### config.mk
export PLATFORM = sky130hd
export DESIGN_NAME = tmr_clrsel_ch
export DESIGN_NICKNAME = d
export VERILOG_FILES = /design/src/rtl/tmr_pkg.sv /design/src/rtl/tmr_prescale.sv /design/src/rtl/tmr_extsync.sv /design/src/rtl/tmr_cnt_core.sv /design/src/rtl/tmr_clrsel_ch.sv
export SDC_FILE = /design/constraint.sdc
export NUM_CORES = 1
export LEC_CHECK = 0
export ABC_AREA = 1
export CAP_MARGIN = 20
export CELL_PAD_IN_SITES_DETAIL_PLACEMENT = 2
export CELL_PAD_IN_SITES_GLOBAL_PLACEMENT = 2
export CORE_UTILIZATION = 38
export CTS_BUF_LIST = sky130_fd_sc_hd__clkbuf_4 sky130_fd_sc_hd__clkbuf_8
export DETAILED_ROUTE_END_ITERATION = 12
export PLACE_DENSITY = 0.94
export SETUP_SLACK_MARGIN = 0.05
export SYNTH_ARGS = -nofsm -noshare
export SYNTH_HDL_FRONTEND = slang
export SYNTH_HIERARCHICAL = 1
export SYNTH_SLANG_ARGS = --single-unit
### constraint.sdc
create_clock -name clk -period 3.8 [get_ports clk]
set_clock_uncertainty 0.15 [all_clocks]
set_input_delay 1.14 -clock clk [delete_from_list [all_inputs] [get_ports clk]]
set_output_delay 1.14 -clock clk [all_outputs]
set_load 0.005 [all_outputs]
### src/rtl/tmr_pkg.sv
package tmr_pkg;
  localparam int TMR_NSRC  = 4;
  localparam int TMR_NREG  = 4;
  localparam int TMR_AW    = 3;
  localparam int TMR_DSTEP = 2;

  localparam logic [TMR_AW-1:0] ADDR_CTRL     = 3'd0;
  localparam logic [TMR_AW-1:0] ADDR_CMP_BASE = 3'd1;

  localparam logic [2:0] CLR_NONE0 = 3'b000;
  localparam logic [2:0] CLR_ON_A  = 3'b001;
  localparam logic [2:0] CLR_ON_B  = 3'b010;
  localparam logic [2:0] CLR_ON_C  = 3'b101;
  localparam logic [2:0] CLR_ON_D  = 3'b110;

  typedef struct packed {
    logic       buf_d;
    logic       buf_c;
    logic       sync_en;
    logic [2:0] clr_sel;
    logic [2:0] clk_sel;
  } tmr_ctrl_t;

  localparam int CTRL_W = $bits(tmr_ctrl_t);
endpackage

### src/rtl/tmr_prescale.sv
module tmr_prescale #(
  parameter int NUM_DIV = 4,
  parameter int STEP    = 2
) (
  input  logic               clk,
  input  logic               rst_n,
  output logic [NUM_DIV-1:0] div_en
);
  localparam int PW = STEP * (NUM_DIV - 1);

  logic [PW-1:0] pre_q;

  always_ff @(posedge clk or negedge rst_n) begin
    if (!rst_n) pre_q <= '0;
    else        pre_q <= pre_q + 1'b1;
  end

  assign div_en[0] = 1'b1;
  for (genvar k = 1; k < NUM_DIV; k++) begin : g_div
    assign div_en[k] = &pre_q[STEP*k-1:0];
  end
endmodule

### src/rtl/tmr_extsync.sv
module tmr_extsync #(
  parameter int N = 4
) (
  input  logic         clk,
  input  logic         rst_n,
  input  logic [N-1:0] ext_in,
  output logic [N-1:0] rise
);
  for (genvar i = 0; i < N; i++) begin : g_ch
    logic s1_q, s2_q, s3_q;
    always_ff @(posedge clk or negedge rst_n) begin
      if (!rst_n) begin
        s1_q <= 1'b0;
        s2_q <= 1'b0;
        s3_q <= 1'b0;
      end else begin
        s1_q <= ext_in[i];
        s2_q <= s1_q;
        s3_q <= s2_q;
      end
    end
    assign rise[i] = s2_q & ~s3_q;
  end
endmodule

### src/rtl/tmr_cnt_core.sv
module tmr_cnt_core
  import tmr_pkg::*;
#(
  parameter int CNT_W = 16,
  parameter bit FULL  = 1'b1
) (
  input  logic                              clk,
  input  logic                              rst_n,
  input  logic                              tick,
  input  tmr_ctrl_t                         ctrl,
  input  logic [TMR_NREG-1:0][CNT_W-1:0]    cmp,
  input  logic                              sync_clr_in,
  output logic [CNT_W-1:0]                  cnt_o,
  output logic [TMR_NREG-1:0]               match_o,
  output logic                              clr_evt_o
);
  logic [CNT_W-1:0]    cnt_q;
  logic [TMR_NREG-1:0] live;
  logic [TMR_NREG-1:0] hit;
  logic                src_clr;
  logic                sync_clr;
  logic                do_clr;

  always_comb begin
    live    = '1;
    live[2] = FULL && !ctrl.buf_c;
    live[3] = FULL && !ctrl.buf_d;
  end

  for (genvar i = 0; i < TMR_NREG; i++) begin : g_cmp
    assign hit[i] = tick && live[i] && (cnt_q == cmp[i]);
  end

  always_comb begin
    unique case (ctrl.clr_sel)
      CLR_ON_A: src_clr = hit[0];
      CLR_ON_B: src_clr = hit[1];
      CLR_ON_C: src_clr = hit[2];
      CLR_ON_D: src_clr = hit[3];
      default:  src_clr = 1'b0;
    endcase
  end

  assign sync_clr = (ctrl.clr_sel[1:0] == 2'b11) && ctrl.sync_en && sync_clr_in;
  assign do_clr   = src_clr || sync_clr;

  always_ff @(posedge clk or negedge rst_n) begin
    if (!rst_n) begin
      cnt_q     <= '0;
      match_o   <= '0;
      clr_evt_o <= 1'b0;
    end else begin
      if (do_clr)    cnt_q <= '0;
      else if (tick) cnt_q <= cnt_q + 1'b1;
      match_o   <= hit;
      clr_evt_o <= do_clr;
    end
  end

  assign cnt_o = cnt_q;
endmodule

### src/rtl/tmr_clrsel_ch.sv
module tmr_clrsel_ch
  import tmr_pkg::*;
#(
  parameter int CNT_W = 16,
  parameter bit FULL  = 1'b1
) (
  input  logic                clk,
  input  logic                rst_n,
  input  logic                wr_en,
  input  logic [TMR_AW-1:0]   wr_addr,
  input  logic [CNT_W-1:0]    wr_data,
  input  logic [TMR_NSRC-1:0] ext_clk,
  input  logic                sync_clr_in,
  output logic [CNT_W-1:0]    cnt_o,
  output logic [TMR_NREG-1:0] match_o,
  output logic                clr_evt_o
);
  localparam int SEL_W = $clog2(TMR_NSRC);

  tmr_ctrl_t                     ctrl_q;
  tmr_ctrl_t                     wr_ctrl;
  logic [TMR_NREG-1:0][CNT_W-1:0] cmp_q;
  logic [TMR_NSRC-1:0]           div_en;
  logic [TMR_NSRC-1:0]           ext_rise;
  logic                          tick;

  always_comb begin
    wr_ctrl = tmr_ctrl_t'(wr_data[CTRL_W-1:0]);
    if (!FULL) wr_ctrl.clr_sel[2] = 1'b0;
  end

  always_ff @(posedge clk or negedge rst_n) begin
    if (!rst_n)                             ctrl_q <= '0;
    else if (wr_en && wr_addr == ADDR_CTRL) ctrl_q <= wr_ctrl;
  end

  for (genvar i = 0; i < TMR_NREG; i++) begin : g_cmpreg
    localparam logic [TMR_AW-1:0] MY_ADDR = ADDR_CMP_BASE + TMR_AW'(i);
    always_ff @(posedge clk or negedge rst_n) begin
      if (!rst_n)                           cmp_q[i] <= '0;
      else if (wr_en && wr_addr == MY_ADDR) cmp_q[i] <= wr_data;
    end
  end

  tmr_prescale #(.NUM_DIV(TMR_NSRC), .STEP(TMR_DSTEP)) u_pre (
    .clk    (clk),
    .rst_n  (rst_n),
    .div_en (div_en)
  );

  tmr_extsync #(.N(TMR_NSRC)) u_sync (
    .clk    (clk),
    .rst_n  (rst_n),
    .ext_in (ext_clk),
    .rise   (ext_rise)
  );

  assign tick = ctrl_q.clk_sel[2] ? ext_rise[ctrl_q.clk_sel[SEL_W-1:0]]
                                  : div_en[ctrl_q.clk_sel[SEL_W-1:0]];

  tmr_cnt_core #(.CNT_W(CNT_W), .FULL(FULL)) u_core (
    .clk         (clk),
    .rst_n       (rst_n),
    .tick        (tick),
    .ctrl        (ctrl_q),
    .cmp         (cmp_q),
    .sync_clr_in (sync_clr_in),
    .cnt_o       (cnt_o),
    .match_o     (match_o),
    .clr_evt_o   (clr_evt_o)
  );
endmodule

==> impl_metrics.csv <==
group,metric,value,unit
status,status,"finished clean",
cells_and_area,fill_cells,1818,
power,power_frac_seq,42.5,%
cts,ctsHtreeMaxLevel,3,
cells_and_area,seq_area,0.002803,sq mm
synth,synth_top_cell_area_share,46.65,%
cts,clk_pin_slew,110,ps
die,initial_core_util,39.23,%
synth,synth.distinct_cells,37,
timing,grt_setup_unrepaired,"false",
synth,synth_common_cells,"245 x nand2_1, 121 x inv_1, 112 x dfrtp_1",
die,dieArea,0.01632,sq mm
critical_path,arrival,3630,ps
detailed_routing,num_vias,5709,
power,swShare,46.74,%
hold_path,worstHoldStart,"u_sync/g_ch[0].s1_q",
timing,drv_slew,0,
cells_and_area,final_area,0.006825,sq mm
synth,synthMostInstantiatedCell,"nand2_1",
detailed_routing,wl,23210,um
detailed_routing,wire_per_inst,22.00,um
cts,cts_buffers,9,
power,power.internal,0.002329,W
placed_design,post-place-cells,1039,
global_routing,grt_usage,30.61,%
global_routing,grt_max_degree,70,
cells_and_area,antenna-diode-count,0,
cells_and_area,nets,871,
timing,maxSlewHeadroom,51.89,%
timing,hold_viol,0,
power,p_leak,3.434,nW
cells_and_area,utilization,44.57,%
power,power_density,640.9,mW/mm^2
timing,tightest_slew,720.9,ps
power,power.share.clock,16.6,%
cts,cts_sinks,112,
power,power_frac_comb,40.9,%
critical_path,setup.worst_path.class,"register to register",
placed_design,hpwl,18420,um
global_routing,grt_overflow,0,
cts,clockBufferDepth,2,
critical_path,cp-end-kind,"register",
synth,synth_cells,801,
global_routing,grt_pass1_vias,6339,
critical_path,r2r-start,"u_pre/pre_q[0]",
synth,async_flop_share,100.0,%
die,rows,45,
cells_and_area,area_growth_syn_to_layout,13.60,%
timing,setup_viol,0,
critical_path,startpoint_type,"register",
placed_design,place_congestion,0.9463,
synth,yosysSeqAreaShare,46.65,%
die,io_pins,48,
cts,worstSkewPairLatency,410,ps
power,ir_worst_vdd,0.0002316,V
timing,finalWorstSetupSlack,298.4,ps
power,p_switching,0.002045,W
cts,root_buffer,"clkbuf_8",
cts,cts_resized,0,
timing,fin_setup_tns,0,ps
cts,postCtsSetupRepairBufs,0,
synth,synth_area_leaders,"dfrtp_1 47%, nand2_1 15%, inv_1 7.6%",
hold_path,hp-class,"register to register",
die,die_y,127.7,um
synth,yosysTopAreaCell,"dfrtp_1",
global_routing,grt_pass1_wl,36560,um
synth,synth_edf_count,0,
cts,cts_hold_buffers,0,
flow_run,max_cap_violations,0,
synth,ys_ff_latch,112,
cells_and_area,multi_input_area,0.002595,sq mm
die,die_w,127.7,um
timing,max_freq,285.6,MHz
synth,syn_nets,833,
placed_design,dp_slack,251.2,ps
cts,cts_tree,"yes",
critical_path,cp_max_fo,17,
die,core,0.01531,sq mm
timing,period_minus_slack,3502,ps
detailed_routing,ant_nets,0,
detailed_routing,viasPerCell,5.411,
synth,synth_area_per_cell,7.501,sq um
timing,fin_crit_sh,92.15,%
detailed_routing,drc,0,
cells_and_area,instances_no_fill,1055,
detailed_routing,drtIter0Drc,277,
critical_path,critPathRequiredTime,3930,ps
synth,synth_flop_cell,"dfrtp_1",
synth,synth.cell_area,0.006008,sq mm
placed_design,post_dp_cell_area,0.006638,sq mm
detailed_routing,first_pass_iters,5,
critical_path,critPathLaunch,"u_pre/pre_q[0]",
synth,yosysWarningCount,6,
cells_and_area,drive_above_1_share,6.161,%
global_routing,antenna_found_initial,0,
placed_design,port_buffers,47,
## logic make-up (layout without fill, tap and decap cells)
logic type	count (synthesis)	count (layout)	synth area share (%)
AOI/OAI and AO/OA	88	88	8.309
xor gates and xnor gates	27	27	3.936
adders and majority gates	5	5	1.041
buffers and inverters	148	191	10.16
DFF	112	112	46.65
other	1	1	0.06241
and+or+nand+nor	420	420	29.84
## through the flow
stage          hold slack [ps]  power [W]
2_1_floorplan            181.2   0.002770
3_3_place_gp             185.2   0.003474
3_5_place_dp             189.4   0.003637
4_1_cts                  217.3   0.004371
5_1_grt                  231.3   0.004647
6_report                 216.5   0.004374
## placed cells by master (no fill, tap or decap), types with 13 or more instances in the layout
master and n:
nor2_1 86, xor2_1 16, nand2_1 245, nand4_1 28, inv_1 121, o21ai_0 32, nand3_1 16, o21ai_2 13
o21ai_1 36, dfrtp_1 112, clkdlybuf4s50_1 46
## power by group through the flow
stage / clock (W) / combinational (W) / sequential (W)
after floorplan: 0 / 0.00115 / 0.00162
after global placement: 0 / 0.00163 / 0.00184
after detailed placement: 0 / 0.00176 / 0.00188
after CTS: 0.000744 / 0.00177 / 0.00186
after global routing: 0.000783 / 0.00197 / 0.00190
final: 0.000725 / 0.00179 / 0.00186
## final timing paths
kind / to / slack (ps) / depth (start not counted)
max in group asynchronous: cmp_q[27] / 2130 / 2
worst min register to register: u_sync/g_ch[0].s2_q / 220 / 0
worst max register to register: u_core/cnt_o[11] / 300 / 18
worst min-delay path: u_sync/g_ch[0].s2_q / 220 / 0
worst max-delay path: u_core/cnt_o[11] / 300 / 18
min in group asynchronous: u_core/cnt_o[0] / 570 / 1
## sequential cells by signal (all words and copies together) (netlist names)
name              cells
u_sync/g_ch.s3_q      4
cmp_q                64
u_sync/g_ch.s1_q      4
u_pre/pre_q           6
u_core/match_o        4
u_core/clr_evt_o      1
u_core/cnt_o         16
u_sync/g_ch.s2_q      4
ctrl_q                9
## final cells by class
| class | count | share of cell area, % |
|---|---|---|
| well taps | 211 | 3.868 |
| inverters | 124 | 6.874 |
| clock inverters | 5 | 0.6599 |
| repair buffers | 51 | 7.479 |
| flip-flops and latches | 112 | 41.06 |
| clock buffers | 11 | 2.035 |
| multi-input cells | 541 | 38.02 |
## critical path, cell delays in order, from the launching register on
cell and delay, ps:
dfrtp_1 390, ha_1 220, nand3_1 150, nor3_1 170
inv_1 80, nand2_1 70, nand3_1 70, nand2_1 80
nand2_1 80, nand2_1 150, clkinvlp_4 340, nor3_1 330
nand2_1 90, nor2_1 230, nand4_1 160, nand2_1 150
o21ai_2 70, nand2_2 280, nor2_1 90
## layer usage
layer	wire length [um]	track usage (%)
met1	9607	36.60
met2	11980	54.70
met4	627	10.80
met3	994	5.885
met5	0	0
No activity file was read; power rests on OpenSTA's default activity.
